[src/rtl/frame_coder_pkg.sv]
package frame_coder_pkg;

    localparam int ID_BITS   = 64;
    localparam int SER_W     = 16;
    localparam int SER_CNT_W = 5;

    typedef struct packed {
        logic [2:0] pre_sel;
        logic [1:0] id_sel;
        logic       whiten;
        logic       fec;
        logic       manch;
        logic       crc;
        logic       crc_inv;
        logic [6:0] seed;
    } coder_cfg_t;

    typedef enum logic [2:0] {
        ST_IDLE,
        ST_PRE,
        ST_ID,
        ST_PAY,
        ST_CRC,
        ST_FIN
    } coder_state_t;

    // Preamble byte count from its 3-bit code.
    function automatic logic [6:0] pre_bytes(input logic [2:0] code);
        logic [6:0] n;
        if (code[2] == 1'b0) n = 7'(code) + 7'd1;
        else                 n = {1'b0, 7'(code[1:0]) + 7'd1} << 4;
        return n;
    endfunction

    // Identifier byte count from its 2-bit code.
    function automatic logic [3:0] id_bytes(input logic [1:0] code);
        return {1'b0, code, 1'b0} + 4'd2;
    endfunction

    // One nibble into a 7-bit codeword, data bits leading.
    function automatic logic [6:0] ham74(input logic [3:0] d);
        logic p2, p1, p0;
        p2 = d[3] ^ d[2] ^ d[1];
        p1 = d[3] ^ d[2] ^ d[0];
        p0 = d[3] ^ d[1] ^ d[0];
        return {d, p2, p1, p0};
    endfunction

    // Checksum advanced over one byte, MSB first.
    function automatic logic [15:0] crc_byte(input logic [15:0] c, input logic [7:0] b);
        logic [15:0] r;
        r = c ^ {b, 8'h00};
        for (int i = 0; i < 8; i++) begin
            if (r[15]) r = (r << 1) ^ 16'h1021;
            else       r = r << 1;
        end
        return r;
    endfunction

    // Eight scrambler output bits, first bit in position 7.
    function automatic logic [7:0] pn_mask(input logic [6:0] s_in);
        logic [6:0] s;
        logic [7:0] m;
        s = s_in;
        m = '0;
        for (int i = 0; i < 8; i++) begin
            m[7-i] = s[6];
            s = {s[5:0], s[6] ^ s[3]};
        end
        return m;
    endfunction

    function automatic logic [6:0] pn_step8(input logic [6:0] s_in);
        logic [6:0] s;
        s = s_in;
        for (int i = 0; i < 8; i++) s = {s[5:0], s[6] ^ s[3]};
        return s;
    endfunction

endpackage

[src/rtl/frame_coder_pn7.sv]
module frame_coder_pn7
    import frame_coder_pkg::*;
(
    input  logic       clk,
    input  logic       rst,
    input  logic       load,
    input  logic [6:0] seed,
    input  logic       adv,
    output logic [7:0] mask
);
    logic [6:0] state;

    always_ff @(posedge clk) begin
        if (rst)       state <= '0;
        else if (load) state <= seed;
        else if (adv)  state <= pn_step8(state);
    end

    assign mask = pn_mask(state);

    // A nonzero scrambler state never collapses to zero
    assert_pn_nonzero_R5: assert property (@(posedge clk) disable iff (rst)
        (state != 7'd0 && !load) |=> (state != 7'd0));

endmodule

[src/rtl/frame_coder_crc.sv]
module frame_coder_crc
    import frame_coder_pkg::*;
(
    input  logic        clk,
    input  logic        rst,
    input  logic        clr,
    input  logic        upd,
    input  logic [7:0]  data,
    output logic [15:0] crc
);
    always_ff @(posedge clk) begin
        if (rst || clr) crc <= 16'hFFFF;
        else if (upd)   crc <= crc_byte(crc, data);
    end

    // A new frame always starts its checksum from the fixed start value
    assert_crc_start_R8: assert property (@(posedge clk) disable iff (rst)
        clr |=> (crc == 16'hFFFF));

endmodule

[src/rtl/frame_coder_ser.sv]
module frame_coder_ser
    import frame_coder_pkg::*;
(
    input  logic                 clk,
    input  logic                 rst,
    input  logic                 load,
    input  logic [SER_W-1:0]     word,
    input  logic [SER_CNT_W-1:0] nbits,
    input  logic                 manch,
    output logic                 ready,
    output logic                 bit_o,
    output logic                 bit_en
);
    logic [SER_W-1:0]     sh;
    logic [SER_CNT_W-1:0] left;
    logic                 half;
    logic                 manch_q;

    always_ff @(posedge clk) begin
        if (rst) begin
            sh      <= '0;
            left    <= '0;
            half    <= 1'b0;
            manch_q <= 1'b0;
        end else if (load) begin
            sh      <= word;
            left    <= nbits;
            half    <= 1'b0;
            manch_q <= manch;
        end else if (left != '0) begin
            if (manch_q && !half) begin
                half <= 1'b1;
            end else begin
                half <= 1'b0;
                sh   <= sh << 1;
                left <= left - 1'b1;
            end
        end
    end

    assign ready  = (left == '0);
    assign bit_en = !ready;
    assign bit_o  = (manch_q && half) ? ~sh[SER_W-1] : sh[SER_W-1];

    // A unit is only loaded once the previous one has fully left
    assert_load_empty_R10: assert property (@(posedge clk) disable iff (rst)
        load |-> ready);

    // Second half of a Manchester pair is the complement of the first
    assert_manch_pair_R7: assert property (@(posedge clk) disable iff (rst)
        (bit_en && manch_q && half) |-> (bit_o != $past(bit_o)));

endmodule

[src/rtl/frame_coder.sv]
module frame_coder
    import frame_coder_pkg::*;
#(
    parameter int LEN_W = 8
) (
    input  logic              clk,
    input  logic              rst,
    input  logic              start,
    input  logic [2:0]        pre_len_sel,
    input  logic [1:0]        id_len_sel,
    input  logic              whiten_en,
    input  logic              fec_en,
    input  logic              manch_en,
    input  logic              crc_en,
    input  logic              crc_inv,
    input  logic [6:0]        white_seed,
    input  logic [63:0]       id_word,
    input  logic [LEN_W-1:0]  pay_len,
    output logic              pay_req,
    input  logic              pay_valid,
    input  logic [7:0]        pay_data,
    output logic              tx_bit,
    output logic              tx_bit_en,
    output logic              frame_done
);
    localparam int CNT_W = (LEN_W > 7) ? LEN_W : 7;

    coder_cfg_t        cfg_q;
    logic [ID_BITS-1:0] id_q;
    logic [LEN_W-1:0]  len_q;
    coder_state_t      st, st_d;
    logic [CNT_W-1:0]  cnt, cnt_d;

    logic                 launch;
    logic                 ser_ready, ser_load, ser_manch;
    logic [SER_W-1:0]     ser_word;
    logic [SER_CNT_W-1:0] ser_nbits;
    logic                 pay_fire;
    logic [7:0]           pn_bits;
    logic [15:0]          crc_val;
    logic [7:0]           pre_byte, id_byte, white_byte;
    logic [ID_BITS-1:0]   id_sh;
    logic [SER_W-1:0]     pay_word;
    logic                 last_pre, last_id, last_pay;
    coder_state_t         tail_st;

    assign launch   = (st == ST_IDLE) && start;
    assign pay_req  = (st == ST_PAY) && ser_ready;
    assign pay_fire = pay_req && pay_valid;

    assign pre_byte   = id_q[ID_BITS-1] ? 8'hAA : 8'h55;
    assign id_sh      = id_q << {cnt[2:0], 3'b000};
    assign id_byte    = id_sh[ID_BITS-1 -: 8];
    assign white_byte = cfg_q.whiten ? (pay_data ^ pn_bits) : pay_data;
    assign pay_word   = cfg_q.fec ? {ham74(white_byte[7:4]), ham74(white_byte[3:0]), 2'b00}
                                  : {white_byte, 8'h00};

    assign last_pre = (cnt == CNT_W'(pre_bytes(cfg_q.pre_sel)) - CNT_W'(1));
    assign last_id  = (cnt == CNT_W'(id_bytes(cfg_q.id_sel)) - CNT_W'(1));
    assign last_pay = (cnt == CNT_W'(len_q) - CNT_W'(1));
    assign tail_st  = cfg_q.crc ? ST_CRC : ST_FIN;

    always_comb begin
        st_d       = st;
        cnt_d      = cnt;
        ser_load   = 1'b0;
        ser_word   = '0;
        ser_nbits  = '0;
        ser_manch  = 1'b0;
        frame_done = 1'b0;
        case (st)
            ST_IDLE: begin
                if (start) begin
                    st_d  = ST_PRE;
                    cnt_d = '0;
                end
            end
            ST_PRE: begin
                if (ser_ready) begin
                    ser_load  = 1'b1;
                    ser_word  = {pre_byte, 8'h00};
                    ser_nbits = SER_CNT_W'(8);
                    if (last_pre) begin
                        st_d  = ST_ID;
                        cnt_d = '0;
                    end else begin
                        cnt_d = cnt + 1'b1;
                    end
                end
            end
            ST_ID: begin
                if (ser_ready) begin
                    ser_load  = 1'b1;
                    ser_word  = {id_byte, 8'h00};
                    ser_nbits = SER_CNT_W'(8);
                    if (last_id) begin
                        st_d  = (len_q != '0) ? ST_PAY : tail_st;
                        cnt_d = '0;
                    end else begin
                        cnt_d = cnt + 1'b1;
                    end
                end
            end
            ST_PAY: begin
                if (pay_fire) begin
                    ser_load  = 1'b1;
                    ser_word  = pay_word;
                    ser_nbits = cfg_q.fec ? SER_CNT_W'(14) : SER_CNT_W'(8);
                    ser_manch = cfg_q.manch;
                    if (last_pay) begin
                        st_d  = tail_st;
                        cnt_d = '0;
                    end else begin
                        cnt_d = cnt + 1'b1;
                    end
                end
            end
            ST_CRC: begin
                if (ser_ready) begin
                    ser_load  = 1'b1;
                    ser_word  = crc_val ^ {16{cfg_q.crc_inv}};
                    ser_nbits = SER_CNT_W'(16);
                    st_d      = ST_FIN;
                end
            end
            ST_FIN: begin
                if (ser_ready) begin
                    frame_done = 1'b1;
                    st_d       = ST_IDLE;
                end
            end
            default: st_d = ST_IDLE;
        endcase
    end

    always_ff @(posedge clk) begin
        if (rst) begin
            st    <= ST_IDLE;
            cnt   <= '0;
            cfg_q <= '0;
            id_q  <= '0;
            len_q <= '0;
        end else begin
            st  <= st_d;
            cnt <= cnt_d;
            if (launch) begin
                cfg_q <= '{pre_sel: pre_len_sel, id_sel: id_len_sel, whiten: whiten_en,
                           fec: fec_en, manch: manch_en, crc: crc_en, crc_inv: crc_inv,
                           seed: white_seed};
                id_q  <= id_word;
                len_q <= pay_len;
            end
        end
    end

    frame_coder_pn7 pn_i (
        .clk  (clk),
        .rst  (rst),
        .load (launch),
        .seed (white_seed),
        .adv  (pay_fire),
        .mask (pn_bits)
    );

    frame_coder_crc crc_i (
        .clk  (clk),
        .rst  (rst),
        .clr  (launch),
        .upd  (pay_fire),
        .data (pay_data),
        .crc  (crc_val)
    );

    frame_coder_ser ser_i (
        .clk    (clk),
        .rst    (rst),
        .load   (ser_load),
        .word   (ser_word),
        .nbits  (ser_nbits),
        .manch  (ser_manch),
        .ready  (ser_ready),
        .bit_o  (tx_bit),
        .bit_en (tx_bit_en)
    );

    // Payload is only requested while the output stream is paused
    assert_req_quiet_R4: assert property (@(posedge clk) disable iff (rst)
        pay_req |-> !tx_bit_en);

    // No more bytes are requested than the latched length
    assert_pay_bound_R4: assert property (@(posedge clk) disable iff (rst)
        pay_req |-> (CNT_W'(len_q) > cnt));

    // Done is a lone pulse and no bit follows it directly
    assert_done_pulse_R10: assert property (@(posedge clk) disable iff (rst)
        frame_done |=> (!frame_done && !tx_bit_en));

    // Nothing leaves the block while idle
    assert_idle_silent_R1: assert property (@(posedge clk) disable iff (rst)
        (st == ST_IDLE && $past(st) == ST_IDLE && !$past(frame_done)) |-> !tx_bit_en);

endmodule

[config.mk]
export PLATFORM = sky130hd
export DESIGN_NAME = frame_coder
export DESIGN_NICKNAME = d
export VERILOG_FILES = /design/src/rtl/frame_coder_pkg.sv /design/src/rtl/frame_coder_pn7.sv /design/src/rtl/frame_coder_crc.sv /design/src/rtl/frame_coder_ser.sv /design/src/rtl/frame_coder.sv
export SDC_FILE = /design/constraint.sdc
export NUM_CORES = 1
export LEC_CHECK = 0
export ABC_AREA = 0
export CAP_MARGIN = 20
export CORE_AREA = 2 2 151 153
export DETAILED_ROUTE_END_ITERATION = 7
export DIE_AREA = 0 0 153 155
export PLACE_DENSITY_LB_ADDON = 0.2
export SETUP_SLACK_MARGIN = 0.2
export SLEW_MARGIN = 0
export SYNTH_ARGS = -nofsm -noshare
export SYNTH_HDL_FRONTEND = slang
export SYNTH_HIERARCHICAL = 1
export SYNTH_SLANG_ARGS = --single-unit
[constraint.sdc]
create_clock -name clk -period 6 [get_ports clk]
set_clock_uncertainty 0.2 [all_clocks]
set_input_delay 0.9 -clock clk [delete_from_list [all_inputs] [get_ports clk]]
set_output_delay 0.9 -clock clk [all_outputs]
set_load 0.05 [all_outputs]
==> reports/metrics.yaml, run 1 <==
run_status:
  run_status: "finished clean"
power:
  p_per_area_mw_per_mm2: 386.3
  ir_drop_mv: 0.2234
  p_leak_nw: 3.330
route:
  ant_nets: 0
  drc: 0
  wire_per_inst_um: 15.67
  viasPerCell: 5.097
  totalWireLength_um: 20120
  vias: 6545
  drt-initial-drc-count: 471
  first_pass_iters: 5
floorplan:
  core_sq_mm: 0.02223
  dieWidth_um: 153
  initial_utilization: 0.3434
  rows: 55
  io_pins: 105
  die-area_sq_mm: 0.02372
  die_h_um: 155
synthesis:
  synth_fp_nets: 1028
  synth.avg_cell_area_sq_um: 8.287
  yosys_warnings: 6
  syn_area_sq_mm: 0.007632
  synth_edf_count: 0
  yosys.area.top_type: "dfxtp_1"
  syn-instance-count: 921
  synth_seq_cells: 139
  synth_area_leaders: "dfxtp_1 36%, nand2_1 11%, a21oi_1 7.0%"
  yosysSeqAreaShare: 0.3646
  synth_top_area_frac: 0.3646
  synth.most_common_cell: "nand2_1"
  synth.distinct_cells: 74
  netlist_top_cells_count: "214 x nand2_1, 139 x dfxtp_1, 106 x a21oi_1"
  async_flop_share: 0
  synth_flop_cell: "dfxtp_1"
cts:
  cts_hold_repair.buffers: 0
  cts_sinks: 139
  cts_root_buffer: "clkbuf_16"
  cts.htree.levels: 4
  numCtsBuffers: 17
  clkSlewWorstSetupHoldPaths_ns: 0.06
  cts_tree: "done"
  insertion_delay_ns: 0.43
  clk_path_buf_depth: 2
  cts_resized: 0
  cts_setup_buffers: 0
run:
  cap_violations: 0
layout:
  drive_above_1_share: 0.08809
  final_area_sq_mm: 0.009379
  antenna_cells: 0
  area_growth_syn_to_layout_pct: 22.89
  nNetsFinal: 1093
setup_path:
  endpoint_kind: "primary output"
  critical_path.max_fanout: 16
  critPathKind: "reg -> out"
  cp.arrival_ns: 3.06
  worst-endpoint-required_ns: 4.90
  setup.worst_path.start_class: "flop"
  regToRegSetupSlack_ns: 2.12
timing:
  period_share: 0.6928
  max_slew_margin: 0.3752
  fmax_mhz: 240.6
  setup_viol_count_final: 0
  rsz0062_at_grt: "no"
  tightest_slew_ns: 0.9315
  period_minus_slack_ns: 4.157
  slew_viol_final: 0
  fin_tns_setup_ns: 0
  hold_viol_final: 0
grt:
  grt_usage: 0.1725
  grt_antenna_before_repair: 0
  grt_pass1_vias: 6392
  gr-total-overflow: 0
  grt_max_degree: 83
  grt_first_pass_wirelength_um: 33020
hold_path:
  hold_path_class: "reg -> reg"
placement:
  place_congestion: 0.7904
  dp_hpwl_um: 13920
  dpl_cell_area_sq_mm: 0.008787
  io_buffer_count: 104
[report_power, final]
group | total, mW | switching [mW] | internal, mW | leakage, nW
Clock | 1.06 | 0.437 | 0.620 | 0.281
Sequential | 1.26 | 0.154 | 1.11 | 1.14
Combinational | 1.30 | 0.764 | 0.539 | 1.91
Total | 3.62 | 1.35 | 2.27 | 3.33
[placed cells by master, fill, tap and decap left out, drive strengths merged, types with 7 or more instances in the layout]
master           n
o22ai           10
o211ai          12
nand2          214
a21oi          106
a311oi          17
mux2i           12
a31oi            7
o21ai           45
nor3            14
xor2            27
nand3           22
dfxtp          139
inv             25
buf             10
mux4            16
nor2            50
xnor2           50
clkdlybuf4s50  103
clkbuf          17
nand2b          10
[state kept, by name, summed over array words and instances, names as in the netlist]
signal,flops
pn_i/state,7
ser_i/half,1
id_q,64
ser_i/manch_q,1
cfg_q,10
st,3
ser_i/left,5
crc_i/crc,16
cnt,8
len_q,8
ser_i/sh,16
[metrics by stage]
stage | power [mW] | util | hold WS (ns) | instances | worst slack [ns]
after floorplan | 2.284 | - | 0.2319 | 921 | 2.611
after global placement | 2.580 | 0.3953 | 0.2402 | 1252 | 2.300
after detailed placement | 2.592 | 0.3953 | 0.2434 | 1252 | 2.197
after CTS | 3.660 | 0.4220 | 0.2551 | 1284 | 1.835
after global routing | 3.879 | 0.4220 | 0.2719 | 1284 | 1.517
final | 3.623 | 0.4220 | 0.2518 | 1284 | 1.843
[critical path: stages, from the launching register on]
cell	delay [ns]
dfxtp_1	0.31
inv_1	0.08
ha_1	0.21
nor4b_4	0.66
nand2b_1	0.23
nor2_1	0.28
clkdlybuf4s50_1	0.85
[cell families (layout without fill, tap and decap cells)]
logic type,Yosys count,count (layout),share of synthesized area
flops,139,139,0.3646
compound gates,234,234,0.1957
other cells,1,1,0.0004913
mux,29,29,0.06443
simple gates,338,338,0.1925
fa+ha+maj,6,6,0.009836
xor+xnor,86,86,0.1218
buf+inv,88,166,0.05065
[metal layers]
layer	global-route usage	vias up	share of wire
li1	-	3339	-
met1	0.2384	3062	0.49
met2	0.2785	129	0.46
met3	0.03203	15	0.035
met4	0.04586	0	0.011
met5	0	-	0
[path summary, 6_finish.rpt]
path / from / end / cells after the start
min reg2reg: id_q[34] / id_q[34] / 2
max: ser_i/left[0] / pay_req / 6
min: id_q[34] / id_q[34] / 2
max reg2reg: ser_i/left[0] / ser_i/sh[13] / 10
[area by class of cell]
| class | count | area, sq um |
|---|---|---|
| flip-flops and latches | 139 | 2783 |
| clock inverters | 15 | 166.4 |
| clock buffers | 17 | 425.4 |
| repair buffers | 113 | 1106 |
| fillers | 2267 | 12850 |
| inverters | 21 | 78.83 |
| multi-input cells | 694 | 4463 |
| well taps | 285 | 356.6 |
Power figures use the tool's default switching activity.
==> run 2: changes to the inputs <==
==> constraint.sdc (replaced) <==
create_clock -name clk -period 4.16 [get_ports clk]
set_clock_uncertainty 0.2 [all_clocks]
set_input_delay 0.624 -clock clk [delete_from_list [all_inputs] [get_ports clk]]
set_output_delay 0.624 -clock clk [all_outputs]
set_load 0.05 [all_outputs]
==> reports/metrics.yaml, run 2 (synthesis results as in run 1) <==
run_status:
  run_status: "finished clean"
grt:
  grt_usage: 0.1710
  grt_pass1_vias: 6245
  grt_antenna_before_repair: 0
  gr-total-overflow: 0
  grt_max_degree: 83
  grt_first_pass_wirelength_um: 32670
cts:
  cts_root_buffer: "clkbuf_16"
  insertion_delay_ns: 0.43
  cts_sinks: 139
  cts.htree.levels: 4
  clkSlewWorstSetupHoldPaths_ns: 0.06
  cts_tree: "done"
  clk_path_buf_depth: 2
  numCtsBuffers: 17
  cts_hold_repair.buffers: 0
power:
  p_per_area_mw_per_mm2: 556.0
  p_leak_nw: 3.342
  finalPower_mw: 5.230
  ir_drop_mv: 0.2924
layout:
  layout_common_cells: "214 x nand2_1, 139 x dfxtp_1, 106 x a21oi_1"
  area_growth_syn_to_layout_pct: 23.25
  layout_commonest_cell: "nand2_1"
  antenna_cells: 0
  top_regs: "id_q x64, crc_i/crc x16, ser_i/sh x16"
  largest_register_ffs: 64
  regMostFlops: "id_q"
  drive_above_1_share: 0.09172
  nNetsFinal: 1097
  nFillCells: 2228
timing:
  period_share: 0.8586
  tightest_slew_ns: 0.9126
  fin_tns_setup_ns: 0
  slew_viol_final: 0
  period_minus_slack_ns: 3.572
  fmax_mhz: 280.0
  rsz0062_at_grt: "no"
  max_slew_margin: 0.3916
  hold_viol_final: 0
  setup_viol_count_final: 0
route:
  drc: 0
  ant_nets: 0
  wire_per_inst_um: 15.64
  first_pass_iters: 7
  drt-initial-drc-count: 427
  totalWireLength_um: 20140
  vias: 6568
  viasPerCell: 5.099
setup_path:
  startpoint: "ser_i/left[0]"
  critPathKind: "reg -> out"
  timing.rr.end: "ser_i/sh[14]"
  critPathCapture: "pay_req"
  regToRegSetupSlack_ns: 0.84
  setup.worst_path.start_class: "flop"
  worst-endpoint-required_ns: 3.34
  endpoint_kind: "primary output"
  cp.arrival_ns: 2.75
  timing.rr.start: "ser_i/left[0]"
  r2r_cells: 10
  critical_path.max_fanout: 8
floorplan:
  rows: 55
  initial_utilization: 0.3434
  io_pins: 105
  core_sq_mm: 0.02223
  dieWidth_um: 153
  die-area_sq_mm: 0.02372
  die_h_um: 155
run:
  cap_violations: 0
placement:
  place_congestion: 0.7851
  io_buffer_count: 104
  dp_hpwl_um: 14010
hold_path:
  hold_path_class: "reg -> reg"
run 2: cell types whose count changed in the layout (fill, tap and decap cells not counted), sizes merged:
cell and delta:
inv -2, buf +4, clkinvlp +3, clkinv -3, clkbuf +2
run 2: area by class of cell:
cell class                      instances  area [sq um]  share of cell area
Tap cell                              285         356.6             0.03791
Clock inverter                         13         142.6             0.01516
Inverter                               21         82.58            0.008779
Sequential cell                       139          2783              0.2958
Clock buffer                           19         442.9             0.04709
Multi-Input combinational cell        694          4463              0.4745
Timing Repair Buffer                  117          1136              0.1208
run 2: worst min-delay path by stage:
stage          slack (ns)       end  depth (start not counted)     start
2_1_floorplan        0.23  cfg_q[9]                          2  cfg_q[9]
3_3_place_gp         0.24  id_q[34]                          2  id_q[34]
3_5_place_dp         0.24  id_q[35]                          2  id_q[35]
4_1_cts              0.25  id_q[35]                          2  id_q[35]
5_1_grt              0.27   id_q[1]                          2   id_q[1]
6_report             0.25  id_q[31]                          2  id_q[31]
run 2: per-layer routing:
| metal | up-vias | share of wire | GRT usage |
|---|---|---|---|
| met5 | - | 0 | 0 |
| met4 | 0 | 0.011 | 0.04894 |
| met3 | 15 | 0.040 | 0.03370 |
| met2 | 125 | 0.45 | 0.2706 |
| met1 | 3093 | 0.50 | 0.2380 |
| li1 | 3335 | - | - |
run 2: report_power, final:
part	switching, mW	leakage [nW]	internal (mW)
sequential	0.227	1.14	1.60
clock	0.615	0.272	0.902
combinational	1.10	1.93	0.782
total	1.95	3.34	3.28
run 2: critical path, cell delays in order, from the launching register on:
cell and delay (ns):
dfxtp_1 0.33, inv_1 0.07, ha_1 0.21, nor4b_4 0.40
nand2b_1 0.20, nor2_1 0.26, clkdlybuf4s50_1 0.86
run 2: per-stage QoR:
stage / instances / hold WS, ns / setup slack [ns] / util / cell area [sq um]
2_1_floorplan: 921 / 0.2319 / 0.7708 / - / 7632
3_3_place_gp: 1256 / 0.2411 / 0.7744 / 0.3967 / 8817
3_5_place_dp: 1256 / 0.2442 / 0.6396 / 0.3967 / 8817
4_1_cts: 1288 / 0.2530 / 0.5771 / 0.4230 / 9403
5_1_grt: 1288 / 0.2701 / 0.3872 / 0.4232 / 9407
6_report: 1288 / 0.2523 / 0.5883 / 0.4232 / 9407
run 2: timing repair:
action                                  in CTS  in global routing
endpoints found under the setup margin       0                 13
hold endpoints to repair                     0                  0
setup buffers                                0                  0
gates resized for setup                      0                  1
==> run 3: changes to the inputs <==
==> constraint.sdc (replaced) <==
create_clock -name clk -period 4.16 [get_ports clk]
set_clock_uncertainty 0.2 [all_clocks]
set_input_delay 0.624 -clock clk [delete_from_list [all_inputs] [get_ports clk]]
set_output_delay 0.624 -clock clk [all_outputs]
set_load 0.005 [all_outputs]
==> reports/metrics.yaml, run 3 (synthesis results as in run 1) <==
setup_path:
  critical_path.max_fanout: 34
  timing.rr.end: "ser_i/sh[6]"
  startpoint: "ser_i/left[0]"
  critPathCapture: "ser_i/sh[6]"
  cp.arrival_ns: 3.44
  r2r_cells: 9
  crit_top_cell: "buf_4"
  worst-endpoint-required_ns: 4.27
  critPathKind: "reg -> reg"
  regToRegSetupSlack_ns: 0.83
  setup.worst_path.start_class: "flop"
  crit_chain: "inv_1 -> ha_1 -> nor4b_4 -> buf_4 -> nand3_1 -> buf_4 -> nand2_1 -> clkinvlp_4 -> a311oi_1"
  cpMaxStageDelayCell: "clkinvlp_4"
  cp_slowest_stage_delay_ns: 0.67
  timing.rr.start: "ser_i/left[0]"
  endpoint_kind: "flop"
grt:
  grt_first_pass_wirelength_um: 33000
  grt_max_degree: 83
  grt_antenna_before_repair: 0
  grt_pass1_vias: 6370
  grt_usage: 0.1715
  gr-total-overflow: 0
route:
  wl_met3_um: 943
  drt-initial-drc-count: 403
  maxUsedRoutingLayer: "met4"
  wire_per_inst_um: 15.66
  wl_met2_um: 9083
  vias: 6571
  wl_met1_um: 9784
  drc: 0
  first_pass_iters: 5
  ant_nets: 0
  totalWireLength_um: 20120
  viasPerCell: 5.114
cts:
  insertion_delay_ns: 0.42
  cts_setup_buffers: 0
  numCtsBuffers: 17
  clk_path_buf_depth: 2
  cts_sinks: 139
  cts_root_buffer: "clkbuf_16"
  clkSlewWorstSetupHoldPaths_ns: 0.06
  cts_tree: "done"
  cts.htree.levels: 4
hold_path:
  hold_path_depth: 2
  hold_path_class: "reg -> reg"
timing:
  holdWs_ns: 0.2505
  max_slew_margin: 0.3722
  fmax_mhz: 300.6
  setup_viol_count_final: 0
  hold_viol_final: 0
  tightest_slew_ns: 0.9405
  period_minus_slack_ns: 3.327
  period_share: 0.7997
  fin_tns_setup_ns: 0
  rsz0062_at_grt: "no"
  slew_viol_final: 0
floorplan:
  core_sq_mm: 0.02223
  die_h_um: 155
  initial_utilization: 0.3434
  io_pins: 105
  dieWidth_um: 153
  rows: 55
  die-area_sq_mm: 0.02372
layout:
  final_cells: 1285
  antenna_cells: 0
  layout_common_cells: "214 x nand2_1, 139 x dfxtp_1, 106 x a21oi_1"
  area_growth_syn_to_layout_pct: 24.16
  register_area_sq_mm: 0.002783
  layout_commonest_cell: "nand2_1"
  regMostFlops: "id_q"
  multi_input_area_sq_mm: 0.004463
  nNetsFinal: 1095
  top_regs: "id_q x64, crc_i/crc x16, ser_i/sh x16"
  largest_register_ffs: 64
  nFillCells: 2242
  drive_above_1_share: 0.09000
placement:
  place_congestion: 0.7797
  dp.cells: 1254
  dp_hpwl_um: 13940
  io_buffer_count: 104
power:
  p_per_area_mw_per_mm2: 570.3
  ir_drop_mv: 0.3040
  p_leak_nw: 3.382
run:
  cap_violations: 0
run_status:
  run_status: "finished clean"
run 3: cell count changes in the layout (fill, tap and decap cells not counted):
cell and change:
bufinv_16 +4, clkinv_4 +4, clkinvlp_4 -4, buf_4 -2, inv_6 -2, clkbuf_1 -1, clkbuf_8 -1, clkinv_2 -1
run 3: through the flow:
stage                     area (sq um)  power, mW  setup WS, ns    util
after floorplan                   7632      3.251         1.479       -
after global placement            8802      3.688        0.7596  0.3960
after detailed placement          8802      3.706        0.6133  0.3960
after CTS                         9473      5.461        0.5710  0.4262
after global routing              9477      5.764        0.5146  0.4263
final                             9477      5.404        0.8333  0.4263
run 3: worst min path at each step:
stage                     slack [ns]  endpoint  startpoint
after detailed placement        0.24  id_q[40]    id_q[40]
after global routing            0.27  id_q[35]    id_q[35]
after CTS                       0.25  id_q[40]    id_q[40]
after floorplan                 0.23  cfg_q[9]    cfg_q[9]
after global placement          0.24  id_q[49]    id_q[49]
final                           0.25  id_q[40]    id_q[40]
run 3: power breakdown:
| group | switching [mW] | internal [mW] |
|---|---|---|
| Sequential | 0.225 | 1.60 |
| Combinational | 1.07 | 0.781 |
| Clock | 0.605 | 1.13 |
| Total | 1.90 | 3.51 |
run 3: critical path, delay by kind of cell, from the launching register on:
kind	cells	cell delay [ns]
buffers and inverters	4	1.30
and+or+nand+nor	3	0.75
DFF	1	0.32
adders and majority gates	1	0.21
AOI/OAI and AO/OA	1	0.43
run 3: what timing repair did:
| item | in CTS | in global routing |
|---|---|---|
| setup endpoints to repair | 0 | 1 |
| hold buffers | 0 | 0 |
| resized for setup | 0 | 1 |
run 3: cell type report:
type                            count  share of cell area
Clock inverter                     14             0.02588
Timing Repair Buffer              115              0.1183
Tap cell                          285             0.03763
Clock buffer                       17             0.04489
Sequential cell                   139              0.2936
Inverter                           21            0.008714
Multi-Input combinational cell    694              0.4710
run 3: layer usage:
| layer | GRT usage | vias to the layer above |
|---|---|---|
| met4 | 0.05291 | 0 |
| met5 | 0 | - |
| met1 | 0.2357 | 3067 |
| met2 | 0.2710 | 153 |
| met3 | 0.03677 | 19 |
| li1 | - | 3332 |
